`config.mk`:
```
export PLATFORM = sky130hd
export DESIGN_NAME = sdiv16x8
export DESIGN_NICKNAME = d
export VERILOG_FILES = /design/src/rtl/sdiv_pkg.sv /design/src/rtl/sdiv_cneg.sv /design/src/rtl/sdiv_rstep.sv /design/src/rtl/sdiv16x8.sv
export SDC_FILE = /design/constraint.sdc
export NUM_CORES = 1
export LEC_CHECK = 0
export BUFFER_PORTS_ARGS = -buffer_cell sky130_fd_sc_hd__buf_2
export CAP_MARGIN = 15
export CORE_MARGIN = 2
export CORE_UTILIZATION = 45
export DETAILED_ROUTE_END_ITERATION = 10
export GPL_TIMING_DRIVEN = 1
export HOLD_SLACK_MARGIN = 0.12
export PLACE_DENSITY = 0.68
export SETUP_SLACK_MARGIN = 0.02
export SYNTH_ARGS = -nofsm -noshare
export SYNTH_HDL_FRONTEND = slang
export SYNTH_SLANG_ARGS = --single-unit
export TNS_END_PERCENT = 50
```
`constraint.sdc`:
```
create_clock -name clk_i -period 3.3 [get_ports clk_i]
set_input_delay 0.165 -clock clk_i [delete_from_list [all_inputs] [get_ports clk_i]]
set_output_delay 0.165 -clock clk_i [all_outputs]
set_load 0.01 [all_outputs]
```
`src/rtl/sdiv_pkg.sv`:
```
package sdiv_pkg;
  typedef enum logic [1:0] {
    ST_IDLE = 2'd0,
    ST_HI   = 2'd1,
    ST_LO   = 2'd2,
    ST_FIX  = 2'd3
  } sdiv_state_e;
endpackage

```
`src/rtl/sdiv_cneg.sv`:
```
// Conditional two's-complement negation, used for magnitude extraction and sign restore.
module sdiv_cneg #(
  parameter int W = 8
) (
  input  logic [W-1:0] val_i,
  input  logic         neg_i,
  output logic [W-1:0] res_o
);
  always_comb begin
    res_o = neg_i ? (~val_i + W'(1)) : val_i;
  end
endmodule

```
`src/rtl/sdiv_rstep.sv`:
```
// One restoring shift-subtract step on unsigned magnitudes.
module sdiv_rstep #(
  parameter int W = 8
) (
  input  logic [W-1:0] rem_i,
  input  logic         bit_i,
  input  logic [W-1:0] dvs_i,
  output logic [W-1:0] rem_o,
  output logic         qbit_o
);
  logic [W:0]   trial;
  logic [W-1:0] diff;

  always_comb begin
    trial  = {rem_i, bit_i};
    qbit_o = (trial >= {1'b0, dvs_i});
    diff   = trial[W-1:0] - dvs_i;
    rem_o  = qbit_o ? diff : trial[W-1:0];
  end
endmodule

```
`src/rtl/sdiv16x8.sv`:
```
module sdiv16x8
  import sdiv_pkg::*;
#(
  parameter  int DVS_W = 8,
  localparam int DVD_W = 2 * DVS_W
) (
  input  logic             clk_i,
  input  logic             rst_i,
  input  logic             start_i,
  input  logic [DVD_W-1:0] dividend_i,
  input  logic [DVS_W-1:0] divisor_i,
  output logic             busy_o,
  output logic             done_o,
  output logic             zero_div_o,
  output logic [DVD_W-1:0] quotient_o,
  output logic [DVS_W-1:0] remainder_o
);
  localparam int STEP_W = (DVS_W > 1) ? $clog2(DVS_W) : 1;
  localparam logic [STEP_W-1:0] LAST_STEP = STEP_W'(DVS_W - 1);

  sdiv_state_e       state_q;
  logic [STEP_W-1:0] step_q;
  logic [DVS_W-1:0]  dvs_mag_q;
  logic [DVD_W-1:0]  sh_q;
  logic [DVS_W-1:0]  rem_q;
  logic              qneg_q;
  logic              rneg_q;
  logic              busy_q;
  logic              done_q;
  logic              dz_q;
  logic [DVD_W-1:0]  quot_q;
  logic [DVS_W-1:0]  remo_q;

  // operand magnitudes
  logic             dvd_neg, dvs_neg;
  logic [DVD_W-1:0] dvd_mag;
  logic [DVS_W-1:0] dvs_mag;

  assign dvd_neg = dividend_i[DVD_W-1];
  assign dvs_neg = divisor_i[DVS_W-1];

  sdiv_cneg #(.W(DVD_W)) u_dvd_mag (.val_i(dividend_i), .neg_i(dvd_neg), .res_o(dvd_mag));
  sdiv_cneg #(.W(DVS_W)) u_dvs_mag (.val_i(divisor_i),  .neg_i(dvs_neg), .res_o(dvs_mag));

  // shared iteration datapath: quotient bits enter at the bottom of sh_q
  logic [DVS_W-1:0] rem_n;
  logic             qbit;

  sdiv_rstep #(.W(DVS_W)) u_step (
    .rem_i (rem_q),
    .bit_i (sh_q[DVD_W-1]),
    .dvs_i (dvs_mag_q),
    .rem_o (rem_n),
    .qbit_o(qbit)
  );

  // sign restore
  logic [DVD_W-1:0] quot_fix;
  logic [DVS_W-1:0] rem_fix;

  sdiv_cneg #(.W(DVD_W)) u_q_fix (.val_i(sh_q),  .neg_i(qneg_q), .res_o(quot_fix));
  sdiv_cneg #(.W(DVS_W)) u_r_fix (.val_i(rem_q), .neg_i(rneg_q), .res_o(rem_fix));

  always_ff @(posedge clk_i) begin
    if (rst_i) begin
      state_q   <= ST_IDLE;
      step_q    <= '0;
      dvs_mag_q <= '0;
      sh_q      <= '0;
      rem_q     <= '0;
      qneg_q    <= 1'b0;
      rneg_q    <= 1'b0;
      busy_q    <= 1'b0;
      done_q    <= 1'b0;
      dz_q      <= 1'b0;
      quot_q    <= '0;
      remo_q    <= '0;
    end else begin
      done_q <= 1'b0;
      unique case (state_q)
        ST_IDLE: begin
          if (start_i) begin
            if (divisor_i == '0) begin
              dz_q   <= 1'b1;
              quot_q <= '0;
              remo_q <= '0;
              done_q <= 1'b1;
            end else begin
              sh_q      <= dvd_mag;
              dvs_mag_q <= dvs_mag;
              rem_q     <= '0;
              qneg_q    <= dvs_neg ^ dvd_neg;
              rneg_q    <= dvd_neg;
              step_q    <= '0;
              busy_q    <= 1'b1;
              state_q   <= ST_HI;
            end
          end
        end
        ST_HI, ST_LO: begin
          rem_q  <= rem_n;
          sh_q   <= {sh_q[DVD_W-2:0], qbit};
          step_q <= step_q + STEP_W'(1);
          if (step_q == LAST_STEP) begin
            step_q  <= '0;
            state_q <= (state_q == ST_HI) ? ST_LO : ST_FIX;
          end
        end
        ST_FIX: begin
          quot_q  <= quot_fix;
          remo_q  <= rem_fix;
          dz_q    <= 1'b0;
          done_q  <= 1'b1;
          busy_q  <= 1'b0;
          state_q <= ST_IDLE;
        end
        default: state_q <= ST_IDLE;
      endcase
    end
  end

  assign busy_o      = busy_q;
  assign done_o      = done_q;
  assign zero_div_o  = dz_q;
  assign quotient_o  = quot_q;
  assign remainder_o = remo_q;

  // ---------------- assertions ----------------
  assert_busy_done_excl_R6: assert property (@(posedge clk_i) disable iff (rst_i)
    !(busy_q && done_q));

  assert_busy_ends_with_done_R7: assert property (@(posedge clk_i) disable iff (rst_i)
    busy_q |=> (busy_q || done_q));

  assert_start_ignored_R7: assert property (@(posedge clk_i) disable iff (rst_i)
    (busy_q && start_i) |=> $stable(dvs_mag_q));

  assert_zero_div_outputs_R5: assert property (@(posedge clk_i) disable iff (rst_i)
    (done_q && dz_q) |-> (quot_q == '0 && remo_q == '0 && !busy_q));

  assert_rem_sign_R3: assert property (@(posedge clk_i) disable iff (rst_i)
    (done_q && !dz_q && remo_q != '0) |-> (remo_q[DVS_W-1] == rneg_q));

  assert_rem_bound_R3: assert property (@(posedge clk_i) disable iff (rst_i)
    (state_q != ST_IDLE) |-> (rem_q < dvs_mag_q));

  assert_outputs_hold_R8: assert property (@(posedge clk_i) disable iff (rst_i)
    (!done_q && !$past(rst_i)) |-> ($stable(quot_q) && $stable(remo_q) && $stable(dz_q)));
endmodule

```
==> impl_metrics.ini <==
[outcome]
status = finished, final reports clean

[timing]
fin_tns_setup_ns = 0
timing.final.crit_period_ns = 2.902
worst_pin_slew_ns = 0.9944
fin_crit_sh = 0.8794
worst_slack_ns = 0.3980
skew_ns = 0.009495
setup_violations = 0
relSlewSlack = 0.3357
hold_violations = 0
rsz0062_at_grt = no
slew_violations = 0
fmax_mhz = 344.6

[clock_tree]
cts_resized = 0
cts_buffers = 9
clk_latency_ns = 0.35
cts_sinks = 66
cts_setup_buffers = 0
clock_path_buffers = 2
clockRootBuffer = clkbuf_8
path_clk_slew_ns = 0.08
cts_hold_buf = 1
cts_tree = built
cts_htree_levels = 3

[synth]
ys_ff_latch = 66
synth_nets = 546
ys_warn_count = 0
synth_cell_types = 62
synth_async_sr_flop_share = 0
synth_enable_flop_cells = 0
synthCells = 501
ys_seq_area_frac = 0.3274
synth_area_per_cell_um2 = 8.054
synthFlopType = dfxtp_1
syn-cell-area_um2 = 4035

[placed_design]
gp_congestion = 0.8765
place_hpwl_um = 7575
preCtsSetupSlack_ns = 0.6329
place_area_um2 = 4354
io_buffers = 53

[setup_path]
reg2reg_depth = 7
endpoint_kind = flip-flop
cp.required_ns = 3.57
crit_path_start = divisor_i[0]
r2r_start = state_q[0]
cp_max_fo = 13
arrival_ns = 3.17
r2r_end = step_q[0]
r2r_slack_ns = 0.90
startpoint_type = input port
crit_type = input port to flip-flop

[routing]
routed_wl_um = 10100
drtIter0Drc = 172
vias = 3792
first_pass_iters = 5
vias_per_cell = 5.789
drtAntennaViolNets = 0
routedWlPerCell_um = 15.42
drc = 0

[grt]
grt_first_pass_wirelength_um = 16840
track_usage = 0.2135
grt_max_degree = 48
grt_pass1_vias = 3505
overflow = 0
antenna_found_initial = 0

[worst_hold_path]
min-delay-start = dividend_i[14]
hold_depth = 4
hold_class = input port to flip-flop
min_to = sh_q[15]

[finish]
design_area_um2 = 4551
n_fill_cell = 822
multi_input_area_um2 = 2497
area.sequential_um2 = 1321
fin_nets = 587
diodes = 0
drive_gt1_frac = 0.1609
syn_to_final_growth_pct = 12.78

[floorplan]
row_count = 34
core_area_um2 = 8721
io_pins = 54
die_width_um = 98.70
start_util = 0.4627
die_h_um = 98.70
die_area_um2 = 9741

[power_and_ir_drop]
total_power_mw = 2.274
p_per_area_nw_per_um2 = 499.8
p_leak_nw = 1.793
worst_ir_drop_vdd_uv = 254.4

[flow_run]
max-cap-violations = 0
[state kept, by name, indices dropped and copies added, names as in the netlist]
signal	cells
remainder_o	8
rneg_q	1
step_q	3
done_o	1
sh_q	16
state_q	2
rem_q	8
dvs_mag_q	8
quotient_o	16
busy_o	1
zero_div_o	1
qneg_q	1
[critical path, stage by stage]
cell           delay (ns)
dlygate4sd3_1        0.53
buf_2                0.13
inv_1                0.07
ha_1                 0.20
nor4b_2              0.42
nand3_1              0.18
o21bai_1             0.82
nand2_1              0.41
o21ai_0              0.25
[kinds of logic (layout without fill, tap and decap cells)]
family / Yosys count / count (layout) / synth area share
AOI/OAI and AO/OA: 142 / 142 / 0.2453
xor gates and xnor gates: 41 / 41 / 0.08899
buffers and inverters: 56 / 102 / 0.05364
muxes: 4 / 4 / 0.01023
adders and majority gates: 18 / 18 / 0.05767
DFF: 66 / 66 / 0.3274
and+or+nand+nor: 174 / 174 / 0.2167
[cells in the mapped netlist (2+ instances only)]
master    instances  area (µm²)
dfxtp_1          66        1321
nand2_1          58       217.7
nor2_1           40       150.1
o21ai_0          30       150.1
a21oi_1          26       130.1
inv_1            26       97.59
xnor2_1          24       210.2
clkbuf_1         23       86.33
ha_1             17       212.7
xor2_1           17       148.9
nand2b_1         14       87.58
o211ai_1         14       105.1
o31ai_1          14       105.1
a22oi_1          13       97.59
nand3_1          13       65.06
nor3_1           10       50.05
a211oi_1          9       67.56
nand4_1           8       50.05
or3_1             6       37.54
buf_2             5       25.02
nor2b_1           5       31.28
o41ai_1           5       43.79
nor3b_1           4       30.03
a21boi_0          3       22.52
a31oi_1           3       18.77
a32oi_1           3       26.28
mux2i_1           3       30.03
or4_1             3       22.52
or4_4             3       33.78
a2111o_1          2       22.52
a41oi_1           2       17.52
buf_1             2       7.510
[area by class of cell]
| class | instances | area share |
|---|---|---|
| multi-input combinational | 379 | 0.5488 |
| sequential | 66 | 0.2904 |
| timing repair buffer | 60 | 0.07039 |
| clock buffer | 11 | 0.03107 |
| tap | 108 | 0.02969 |
| inverter | 26 | 0.02145 |
| clock inverter | 5 | 0.008249 |
[worst max path at each step]
stage | cells after the start | slack [ns] | endpoint
floorplan | 7 | 1.21 | rem_q[0]
global placement | 8 | 0.74 | remainder_o[7]
detailed placement | 8 | 0.63 | quotient_o[12]
CTS | 9 | 0.44 | quotient_o[13]
global route | 9 | 0.15 | quotient_o[8]
finish | 9 | 0.40 | quotient_o[13]
[placed cells by master (no fill, tap or decap), types with 4 or more instances in the layout]
cell type	netlist	routed
or3_1	6	6
nor3_1	10	10
a22oi_1	13	13
o41ai_1	5	5
nand2b_1	14	14
buf_4	0	5
nor3b_1	4	4
nand4_1	8	8
a21oi_1	26	26
nand3_1	13	13
buf_2	5	53
ha_1	17	17
inv_1	26	26
nand2_1	58	58
clkbuf_8	0	10
o31ai_1	14	14
o211ai_1	14	14
o21ai_0	30	30
nor2_1	40	40
a211oi_1	9	9
xor2_1	17	17
nor2b_1	5	5
dfxtp_1	66	66
xnor2_1	24	24
[power breakdown]
group          leakage, nW  internal, mW  total (mW)  switching [mW]
combinational         1.17         0.295       0.733           0.437
clock               0.0863         0.297       0.624           0.327
sequential           0.537         0.845       0.917          0.0725
total                 1.79          1.44        2.27           0.837
[routing by layer]
layer  vias to the layer above  track usage  routed length [µm]
met5                         -            0                   0
met1                      1768       0.2988                4874
met2                       110       0.3276                4512
met3                        18      0.03830                 512
li1                       1896            -                   -
met4                         0      0.08430                 201
[stage by stage]
step / hold slack, ns / std cells / utilization
2_1_floorplan: 0.3010 / 501 / -
3_3_place_gp: 0.4310 / 637 / 0.4993
3_5_place_dp: 0.4420 / 637 / 0.4993
4_1_cts: 0.1509 / 654 / 0.5209
5_1_grt: 0.1654 / 655 / 0.5218
6_report: 0.1585 / 655 / 0.5218
No activity file was read; power rests on OpenSTA's default activity.
